`config.mk`:
```
export PLATFORM = sky130hd
export DESIGN_NAME = i2c_regseq
export DESIGN_NICKNAME = d
export VERILOG_FILES = /design/src/rtl/i2c_regseq_pkg.sv /design/src/rtl/i2c_rs_tick.sv /design/src/rtl/i2c_rs_line.sv /design/src/rtl/i2c_regseq.sv
export SDC_FILE = /design/constraint.sdc
export NUM_CORES = 1
export LEC_CHECK = 0
export CAP_MARGIN = 10
export CORE_ASPECT_RATIO = 0.6
export CORE_MARGIN = 1.5
export CORE_UTILIZATION = 52
export CTS_CLUSTER_DIAMETER = 50
export DETAILED_ROUTE_END_ITERATION = 12
export GPL_TIMING_DRIVEN = 0
export PLACE_DENSITY_LB_ADDON = 0.08
export SYNTH_ARGS = -nofsm -noshare
export SYNTH_HDL_FRONTEND = slang
export SYNTH_SLANG_ARGS = --single-unit
```
`constraint.sdc`:
```
create_clock -name clk -period 3 [get_ports clk]
set_clock_uncertainty 0.05 [all_clocks]
set_input_delay 0.6 -clock clk [delete_from_list [all_inputs] [get_ports clk]]
set_output_delay 0.6 -clock clk [all_outputs]
set_load 0.02 [all_outputs]
```
`src/rtl/i2c_regseq_pkg.sv`:
```
package i2c_regseq_pkg;

  typedef enum logic [1:0] {
    SYM_START  = 2'd0,
    SYM_RSTART = 2'd1,
    SYM_STOP   = 2'd2,
    SYM_BIT    = 2'd3
  } sym_e;

  typedef enum logic [3:0] {
    T_IDLE, T_START, T_AW, T_IDX, T_WD, T_RS, T_AR, T_RD, T_STOP
  } tstate_e;

  // Line levels {scl, sda} for quarter q of a symbol.
  function automatic logic [1:0] quarter_lines(input sym_e s, input logic b,
                                               input logic [1:0] q);
    logic [1:0] r;
    unique case (s)
      SYM_START:  r = (q == 2'd3) ? 2'b00 : (q == 2'd2) ? 2'b10 : 2'b11;
      SYM_RSTART: r = (q == 2'd0) ? 2'b01 : (q == 2'd1) ? 2'b11 :
                      (q == 2'd2) ? 2'b10 : 2'b00;
      SYM_STOP:   r = (q == 2'd0) ? 2'b00 : (q == 2'd1) ? 2'b10 : 2'b11;
      default:    r = {(q == 2'd1 || q == 2'd2), b};
    endcase
    return r;
  endfunction

  // On-wire address byte: address in bits 7:1, direction in bit 0.
  function automatic logic [7:0] addr_byte(input logic [6:0] a, input logic rd);
    return {a, rd};
  endfunction

endpackage

```
`src/rtl/i2c_rs_tick.sv`:
```
module i2c_rs_tick #(
  parameter int DIV_W = 12
) (
  input  logic             clk,
  input  logic             rst_n,
  input  logic             run_i,
  input  logic [DIV_W-1:0] div_i,
  output logic             tick_o
);
  logic [DIV_W-1:0] cnt;

  assign tick_o = run_i && (cnt == div_i);

  always_ff @(posedge clk) begin
    if (!rst_n || !run_i) cnt <= '0;
    else if (cnt == div_i) cnt <= '0;
    else cnt <= cnt + 1'b1;
  end

  AST_TICK_SPACING: assert property (@(posedge clk) disable iff (!rst_n)
    (tick_o && div_i != '0 && run_i) |=> (!tick_o || div_i == '0));

endmodule

```
`src/rtl/i2c_rs_line.sv`:
```
module i2c_rs_line
  import i2c_regseq_pkg::*;
#(
  parameter int DIV_W = 12
) (
  input  logic             clk,
  input  logic             rst_n,
  input  logic [DIV_W-1:0] div_i,
  input  logic             go_i,
  input  sym_e             sym_i,
  input  logic             bit_i,
  input  logic             sda_i,
  output logic             busy_o,
  output logic             done_o,
  output logic             rbit_o,
  output logic             scl_o,
  output logic             sda_o
);
  logic       active;
  logic [1:0] q;
  sym_e       sym_q;
  logic       bit_q;
  logic       scl_q, sda_q, rbit_q, done_q;
  logic       tick;
  logic       accept_sym;
  logic       last_quarter;

  assign accept_sym   = go_i && !active;
  assign last_quarter = active && tick && (q == 2'd3);

  i2c_rs_tick #(.DIV_W(DIV_W)) u_tick (
    .clk(clk), .rst_n(rst_n), .run_i(active), .div_i(div_i), .tick_o(tick)
  );

  always_ff @(posedge clk) begin
    if (!rst_n) begin
      active <= 1'b0;
      q      <= 2'd0;
      sym_q  <= SYM_BIT;
      bit_q  <= 1'b1;
      scl_q  <= 1'b1;
      sda_q  <= 1'b1;
      rbit_q <= 1'b1;
      done_q <= 1'b0;
    end else begin
      done_q <= 1'b0;
      if (accept_sym) begin
        active         <= 1'b1;
        q              <= 2'd0;
        sym_q          <= sym_i;
        bit_q          <= bit_i;
        {scl_q, sda_q} <= quarter_lines(sym_i, bit_i, 2'd0);
      end else if (last_quarter) begin
        active <= 1'b0;
        done_q <= 1'b1;
      end else if (active && tick) begin
        q              <= q + 2'd1;
        {scl_q, sda_q} <= quarter_lines(sym_q, bit_q, q + 2'd1);
        if (q == 2'd1) rbit_q <= sda_i;
      end
    end
  end

  assign busy_o = active;
  assign done_o = done_q;
  assign rbit_o = rbit_q;
  assign scl_o  = scl_q;
  assign sda_o  = sda_q;

  AST_SDA_HOLD_HIGH: assert property (@(posedge clk) disable iff (!rst_n)
    (active && $past(active) && sym_q == SYM_BIT && scl_q && $past(scl_q))
      |-> $stable(sda_q));

  AST_START_EDGE: assert property (@(posedge clk) disable iff (!rst_n)
    (active && $past(active) && sym_q != SYM_STOP && $fell(sda_q))
      |-> (scl_q || sym_q == SYM_BIT));

  AST_STOP_EDGE: assert property (@(posedge clk) disable iff (!rst_n)
    (active && $past(active) && sym_q == SYM_STOP && $rose(sda_q))
      |-> (scl_q && $past(scl_q)));

endmodule

```
`src/rtl/i2c_regseq.sv`:
```
module i2c_regseq
  import i2c_regseq_pkg::*;
#(
  parameter int DIV_W = 12,
  parameter int CNT_W = 8
) (
  input  logic             clk,
  input  logic             rst_n,
  input  logic [DIV_W-1:0] div_i,
  input  logic             start_i,
  input  logic             rd_mode_i,
  input  logic [6:0]       tgt_addr_i,
  input  logic [7:0]       reg_idx_i,
  input  logic [CNT_W-1:0] byte_cnt_i,
  input  logic [7:0]       wr_data_i,
  output logic             wr_take_o,
  output logic [7:0]       rd_data_o,
  output logic             rd_valid_o,
  output logic             busy_o,
  output logic             done_o,
  output logic             err_o,
  output logic             scl_o,
  output logic             sda_o,
  input  logic             sda_i
);
  localparam logic [3:0] ACK_SLOT = 4'd8;
  localparam logic [3:0] LAST_BIT = 4'd7;

  tstate_e          st;
  logic [3:0]       bc;
  logic [7:0]       sh;
  logic [CNT_W-1:0] rem;
  logic             rd_q, err_q, done_q, take_q, rvalid_q;
  logic [6:0]       addr_q;
  logic [7:0]       idx_q, rdata_q;

  logic l_busy, l_done, l_rbit, l_go, l_bit;
  sym_e l_sym;

  // Named internal events.
  logic accept, ack_slot_end, got_nack, last_rd;

  function automatic logic [CNT_W-1:0] eff_count(input logic [CNT_W-1:0] c);
    return (c == '0) ? {{(CNT_W-1){1'b0}}, 1'b1} : c;
  endfunction

  function automatic sym_e sym_of(input tstate_e s);
    unique case (s)
      T_START: return SYM_START;
      T_RS:    return SYM_RSTART;
      T_STOP:  return SYM_STOP;
      default: return SYM_BIT;
    endcase
  endfunction

  function automatic logic drive_bit(input tstate_e s, input logic [3:0] n,
                                     input logic msb, input logic last);
    if (n == ACK_SLOT) return (s == T_RD) ? last : 1'b1;
    return (s == T_RD) ? 1'b1 : msb;
  endfunction

  assign accept       = start_i && (st == T_IDLE);
  assign ack_slot_end = l_done && (bc == ACK_SLOT);
  assign got_nack     = ack_slot_end && l_rbit && (st != T_RD);
  assign last_rd      = (rem == '0);

  assign l_go  = (st != T_IDLE) && !l_busy && !l_done;
  assign l_sym = sym_of(st);
  assign l_bit = drive_bit(st, bc, sh[7], last_rd);

  i2c_rs_line #(.DIV_W(DIV_W)) u_line (
    .clk(clk), .rst_n(rst_n), .div_i(div_i), .go_i(l_go), .sym_i(l_sym),
    .bit_i(l_bit), .sda_i(sda_i), .busy_o(l_busy), .done_o(l_done),
    .rbit_o(l_rbit), .scl_o(scl_o), .sda_o(sda_o)
  );

  always_ff @(posedge clk) begin
    if (!rst_n) begin
      st <= T_IDLE; bc <= '0; sh <= '0; rem <= '0; rd_q <= 1'b0;
      addr_q <= '0; idx_q <= '0; err_q <= 1'b0; done_q <= 1'b0;
      take_q <= 1'b0; rvalid_q <= 1'b0; rdata_q <= '0;
    end else begin
      done_q   <= 1'b0;
      take_q   <= 1'b0;
      rvalid_q <= 1'b0;
      if (accept) begin
        st     <= T_START;
        rd_q   <= rd_mode_i;
        addr_q <= tgt_addr_i;
        idx_q  <= reg_idx_i;
        rem    <= eff_count(byte_cnt_i);
        err_q  <= 1'b0;
        bc     <= '0;
      end else if (l_done) begin
        unique case (st)
          T_START: begin st <= T_AW; sh <= addr_byte(addr_q, 1'b0); bc <= '0; end
          T_RS:    begin st <= T_AR; sh <= addr_byte(addr_q, 1'b1); bc <= '0; end
          T_STOP:  begin st <= T_IDLE; done_q <= 1'b1; end
          T_RD: begin
            if (bc != ACK_SLOT) begin
              sh <= {sh[6:0], l_rbit};
              bc <= bc + 4'd1;
              if (bc == LAST_BIT) begin
                rdata_q  <= {sh[6:0], l_rbit};
                rvalid_q <= 1'b1;
                rem      <= rem - 1'b1;
              end
            end else begin
              bc <= '0;
              if (last_rd) st <= T_STOP;
            end
          end
          T_AW, T_IDX, T_WD, T_AR: begin
            if (bc != ACK_SLOT) begin
              sh <= {sh[6:0], 1'b0};
              bc <= bc + 4'd1;
            end else if (got_nack) begin
              err_q <= 1'b1;
              st    <= T_STOP;
            end else begin
              bc <= '0;
              if (st == T_AW) begin
                st <= T_IDX; sh <= idx_q;
              end else if (st == T_AR) begin
                st <= T_RD;
              end else if (st == T_IDX && rd_q) begin
                st <= T_RS;
              end else if (st == T_WD && last_rd) begin
                st <= T_STOP;
              end else begin
                st <= T_WD; sh <= wr_data_i; take_q <= 1'b1; rem <= rem - 1'b1;
              end
            end
          end
          default: st <= T_IDLE;
        endcase
      end
    end
  end

  assign wr_take_o  = take_q;
  assign rd_data_o  = rdata_q;
  assign rd_valid_o = rvalid_q;
  assign busy_o     = (st != T_IDLE);
  assign done_o     = done_q;
  assign err_o      = err_q;

  AST_IDLE_RELEASED: assert property (@(posedge clk) disable iff (!rst_n)
    !busy_o |-> (scl_o && sda_o));

  AST_DONE_PULSE: assert property (@(posedge clk) disable iff (!rst_n)
    done_o |=> !done_o);

  AST_BUSY_IGNORES_START: assert property (@(posedge clk) disable iff (!rst_n)
    (start_i && busy_o) |=> ($stable(addr_q) && $stable(rd_q) && $stable(idx_q)));

  AST_VALID_IN_READ: assert property (@(posedge clk) disable iff (!rst_n)
    rd_valid_o |-> rd_q);

  AST_TAKE_IN_WRITE: assert property (@(posedge clk) disable iff (!rst_n)
    wr_take_o |-> !rd_q);

  AST_NACK_ENDS: assert property (@(posedge clk) disable iff (!rst_n)
    $rose(err_q) |-> (st == T_STOP));

endmodule

```
Word-level counts from Yosys, hierarchy flattened. Cells that the tools add are included. Widths: inputs -> output; s select.

ROM bits: 0. Bits in writable memories: 0. Logic and storage cells: 185. Latch bits: 0. Output and inout bits: 15. Memories kept: 0. Register bits: 74. Input bits: 48.

Equality and inequality tests: 41. Shift-type cells: 0. Reduce and logical (&&, ||, !) cells: 48. Muxes and demuxes: 62. Multiply operators: 0. Divide/modulo/power cells: 0. Order comparisons: 0. Bitwise operators: 8. Add/subtract/negate cells: 4.

Operator list (count): $mux 8 (18); $mux 4 (11); $pmux 8 s4 (1); $ne 3x3->1 const B (9); $mux 1 (21); $eq 4x3->1 const B (5); $pmux 2 s3 (3); $logic_not 8->1 (2); $ne 4x4->1 const B (4); $pmux 4 s4 (1); $pmux 8 s2 (1); $reduce_and 4->1 (4); $add 12x1->12 const B (1); $eq 12x12->1 (1); $logic_and 1x1->1 (12); $pmux 4 s3 (1); $eq 2x2->1 const B (5); $mux 2 (5); $reduce_and 10->1 (1); $reduce_or 9->1 (1); $eq 2x1->1 const B (4); $eq 4x2->1 const B (2); $eq 4x4->1 const B (2); $not 1->1 (8); 23 further kinds (40).

Logic depth before layout (Yosys ltp).
Depth in word-level cells: 11. Mapped depth: 10.

Cells and area by module. Synthesis repeated with hierarchy kept, for this count alone.

Cells, all modules: 448. Area total of the unflattened synthesis: 4083.9 µm².

By module, submodules not included: i2c_regseq (instances 1, area an instance 2791.4 µm², cells each 318, seq. area each 1041.0 µm²); i2c_rs_tick (instances 1, area an instance 745.7 µm², cells each 75, seq. area each 240.2 µm²); i2c_rs_line (instances 1, area an instance 546.8 µm², cells each 55, seq. area each 200.2 µm²).

Least setup slack after synthesis. Ideal clock, no wire load.

Path type: register to register. Start point: register bc[0]. End point: register rem[6]. Setup time: 0.074 ns. Slack: 0.710 ns. Data arrival time: 2.166 ns. Stages on the path, launching flop included: 10. Cell sequence: dfxtp_1 > inv_1 > ha_1 > and3b_1 > buf_2 > nand4_2 > or3b_1 > buf_2 > or4_1 > a31oi_1.

Word-level cells in the longest chain between the ends: 6. Elaborated cells between the ends (all ways): 11. Those cells by class: eq/ne: 7; reduce/logical: 4.

Ends and longest elaborated chain: from (decl) (RTL line i2c_regseq.sv:30) `logic [3:0] bc;`; from (signal assigned) (RTL line i2c_regseq.sv:102) `bc <= bc + 4'd1;`; from (signal assigned) (RTL line i2c_regseq.sv:116) `bc <= bc + 4'd1;`; $eq 4x4->1 (RTL line i2c_regseq.sv:63) `assign ack_slot_end = l_done && (bc == ACK_SLOT);`; $logic_and 1x1->1 (RTL line i2c_regseq.sv:63); $logic_and 1x1->1 (2 in a row) (RTL line i2c_regseq.sv:64) `assign got_nack = ack_slot_end && l_rbit && (st != T_RD);`; $ne 3x3->1 (no source line); $reduce_and 10->1 (no source line) *; to (signal assigned) (RTL line i2c_regseq.sv:91) `rem <= eff_count(byte_cnt_i);`; to (signal assigned) (RTL line i2c_regseq.sv:106) `rem <= rem - 1'b1;`; to (decl) (RTL line i2c_regseq.sv:32) `logic [CNT_W-1:0] rem;`.

Every way passes the cells marked *; elsewhere a longest branch is shown, timed or not. A chain may end at the register's enable or synchronous reset.

Worst setup path after layout.
Start point: register bc[0]. End point: register st[3].

Word-level cells in the longest chain between the ends: 7. Elaborated cells between the ends (all ways): 11. Those cells by class: eq/ne: 4; mux: 3; reduce/logical: 4.

Ends and longest elaborated chain: $eq 4x4->1 (RTL line i2c_regseq.sv:63); $logic_and 1x1->1 (RTL line i2c_regseq.sv:63); $logic_and 1x1->1 (2 in a row) (RTL line i2c_regseq.sv:64); $mux 4 (RTL line i2c_regseq.sv:117) `end else if (got_nack) begin`; $mux 4 (RTL line i2c_regseq.sv:114) `if (bc != ACK_SLOT) begin`; $pmux 4 s4 (RTL line i2c_regseq.sv:95) `unique case (st)`; to (signal assigned) (RTL line i2c_regseq.sv:96) `T_START: begin st <= T_AW; sh <= addr_byte(addr_q, 1'b0); bc <= '0; end`; to (signal assigned) (RTL line i2c_regseq.sv:97) `T_RS: begin st <= T_AR; sh <= addr_byte(addr_q, 1'b1); bc <= '0; end`; to (signal assigned) (RTL line i2c_regseq.sv:119) `st <= T_STOP;`; to (decl) (RTL line i2c_regseq.sv:29) `tstate_e st;`.

Parallel ways exist; a longest one is shown, timed or not. The select of a mux whose other input is x is not followed.

==> metrics.cfg <==
[worst_setup_path]
slowest_delay_ns = 0.70
end_kind = flip-flop
cp.arrival_ns = 3.01
cp_top_family = compound AO/OA/AOI/OAI gates
crit_fanout = 9
critPathSlowestCell = o31ai_2
crit_type = flip-flop to flip-flop
start_kind = flip-flop
worst-endpoint-required_ns = 3.18
crit_chain = inv_1 > ha_1 > and3b_1 > buf_2 > o31ai_2 > a21boi_0 > o21a_1 > a32o_1
crit_buf_inv = 2

[power]
leakage_nw = 2.00
p_int_mw = 1.89
total_power_mw = 2.47
power_switching_uw = 583
power_density_nw_per_um2 = 494
p_seq_share_pct = 42.3
ir_drop_v = 0.000346
p_clk_share_pct = 47.2
p_sw_share_pct = 23.6
comb_power_share_pct = 10.5

[sta]
final.setup.tns_ns = 0
grt_setup_unrepaired = no
max_freq_ghz = 0.353
hold_viol_final = 0
worst_slew_pin_slew_ns = 0.818
relSlewSlack_pct = 45.4
fin_crit_sh_pct = 94.3
period_needed_ns = 2.83
drv_slew = 0
finalSetupViolCount = 0
worst_slack_ns = 0.171

[detailed_routing]
drt_iter0_drc = 409
viasPerCell = 5.84
first_pass_iters = 6
vias = 3714
wl_per_cell_um = 17.8
wl_um = 11300
drc = 0
drt.antenna.violating_nets = 0

[placed_design]
dp_hpwl_um = 8400
dp_slack_ns = 0.122
io_buffers = 62
gp_congestion = 0.940

[cells_and_area]
diodes = 0
drive_gt1_share_pct = 9.40
num-nets-final = 586
syn_to_final_growth_pct = 27.2

[synthesis]
async_flop_share_pct = 0
synth-compound-area-share_pct = 17.1
synth-adder-area-share_pct = 3.50
syn_inst = 454
synth-seq-cells = 74
synth.cell_area_um2 = 3930
ys.flop_type = dfxtp_1
synth_most_common_cell = dfxtp_1
synth_top_family_by_area = simple AND/OR/NAND/NOR gates
synth.top_cell.area_share_pct = 37.7
yosysWarnings = 0
yosys-top-cells-count = 74 x dfxtp_1, 53 x nand2_1, 38 x nor2_1
synth-xor-area-share_pct = 5.57
synth_edf_count = 0
synth_simple_gate_area_share_pct = 25.1
muxShareOfSynthArea_pct = 5.92
syn-num-nets = 513
syn_area_per_cell_um2 = 8.66
synth_cell_types = 63
ys_seq_area_share_pct = 37.7
synth_largest_area_cell = dfxtp_1
synthTopCellsByArea = dfxtp_1 38%, nand2_1 5.1%, xor2_1 3.8%, nor2_1 3.6%, a21oi_1 3.6%

[grt]
grt_pass1_vias = 3493
grt_max_degree = 13
track_usage_pct = 29.7
grt-ovfl-total = 0
grt_antenna_before_repair = 0
grt_pass1_wl_um = 18200

[floorplanning]
core_um2 = 7300
die-area_um2 = 8110
std_cell_rows = 24
die_x_um = 115
die_height_um = 70.4
start_util_pct = 53.9
boundaryPins = 63

[clock_network]
cts_resized = 0
ctsHoldBuffers = 0
clock-sinks = 74
cts_tree = yes
clk_latency_ns = 0.34
clockBufferDepth = 2
h-tree-depth = 3
path_clk_slew_ns = 0.06
cts_made_buffers = 9
root_buffer = clkbuf_16
post_cts_buffers = 0

[job]
maxCapViolations = 0

[run_status]
status = finished clean

[worst_hold_path]
hold_class = flip-flop to flip-flop

## state kept, by name (all words and copies together) (netlist names), 4 cells and up
signal	flops
rem	8
addr_q	7
u_line.u_tick.cnt	12
st	4
sh	8
idx_q	8
bc	4
rd_data_o	8
## layout make-up
class / instances / area [µm²]
clock buffers: 11 / 243
clock inverters: 5 / 77.6
fillers: 629 / 2290
inverters: 15 / 56.3
well taps: 104 / 130
flip-flops and latches: 74 / 1480
plain buffers: 30 / 144
repair buffers: 62 / 621
multi-input cells: 335 / 2250
## layer usage
metal | vias to the layer above | wire length [µm] | GRT usage [%]
met3 | 18 | 1090 | 9.11
met5 | - | 0 | 0
met1 | 1739 | 5450 | 45.5
li1 | 1780 | - | -
met2 | 177 | 4640 | 39.9
met4 | 0 | 119 | 7.13
## worst min-delay path: cells and delay by family, from the launching register on
kind | cells | cell delay, ns
DFF | 1 | 0.31
and+or+nand+nor | 1 | 0.05
AOI/OAI and AO/OA | 1 | 0.05
## metrics by stage
step	utilization (%)	instance area [µm²]	hold slack, ns	std cells
after floorplan	-	3930	0.383	454
after global placement	64.2	4680	0.390	620
after detailed placement	64.2	4680	0.400	620
after CTS	68.6	5000	0.408	636
after global routing	68.6	5000	0.426	636
final	68.6	5000	0.407	636
## final timing paths
| kind | slack (ns) | start | depth (start not counted) | to |
|---|---|---|---|---|
| max | 0.17 | bc[0] | 8 | st[3] |
| min | 0.41 | addr_q[5] | 2 | addr_q[5] |
| max reg2reg | 0.17 | bc[0] | 8 | st[3] |
| min reg2reg | 0.41 | addr_q[5] | 2 | addr_q[5] |
## power groups by stage
| stage | Clock (mW) | Combinational, mW | Sequential (mW) |
|---|---|---|---|
| 2_1_floorplan | 0 | 0.137 | 1.06 |
| 3_3_place_gp | 0 | 0.247 | 1.06 |
| 3_5_place_dp | 0 | 0.252 | 1.06 |
| 4_1_cts | 1.17 | 0.254 | 1.04 |
| 5_1_grt | 1.22 | 0.281 | 1.05 |
| 6_report | 1.17 | 0.258 | 1.04 |
## placed cells by master, fill, tap and decap left out, drive strengths merged, types with 3 or more instances in the layout
| cell | instances |
|---|---|
| clkbuf | 31 |
| nand3 | 18 |
| or3 | 7 |
| nand2b | 4 |
| clkdlybuf4s50 | 62 |
| o31ai | 8 |
| mux2 | 8 |
| nand2 | 53 |
| a222oi | 7 |
| a31oi | 6 |
| nand3b | 3 |
| dfxtp | 74 |
| inv | 15 |
| and3 | 8 |
| nor2 | 39 |
| or4 | 7 |
| xnor2 | 8 |
| a21oi | 28 |
| nor3 | 7 |
| mux2i | 12 |
| nor4 | 11 |
| o211a | 8 |
| xor2 | 17 |
| nand4 | 4 |
| nor2b | 4 |
| ha | 11 |
| and4 | 4 |
| buf | 10 |
| a21boi | 4 |
| o21ai | 13 |
| nor3b | 3 |
## cells by family after synthesis
logic type                 Yosys count
and+or+nand+nor                    184
DFF                                 74
xor gates and xnor gates            25
AOI/OAI and AO/OA                   94
muxes                               21
buffers and inverters               45
adders and majority gates           11
Power figures use the tool's default switching activity.
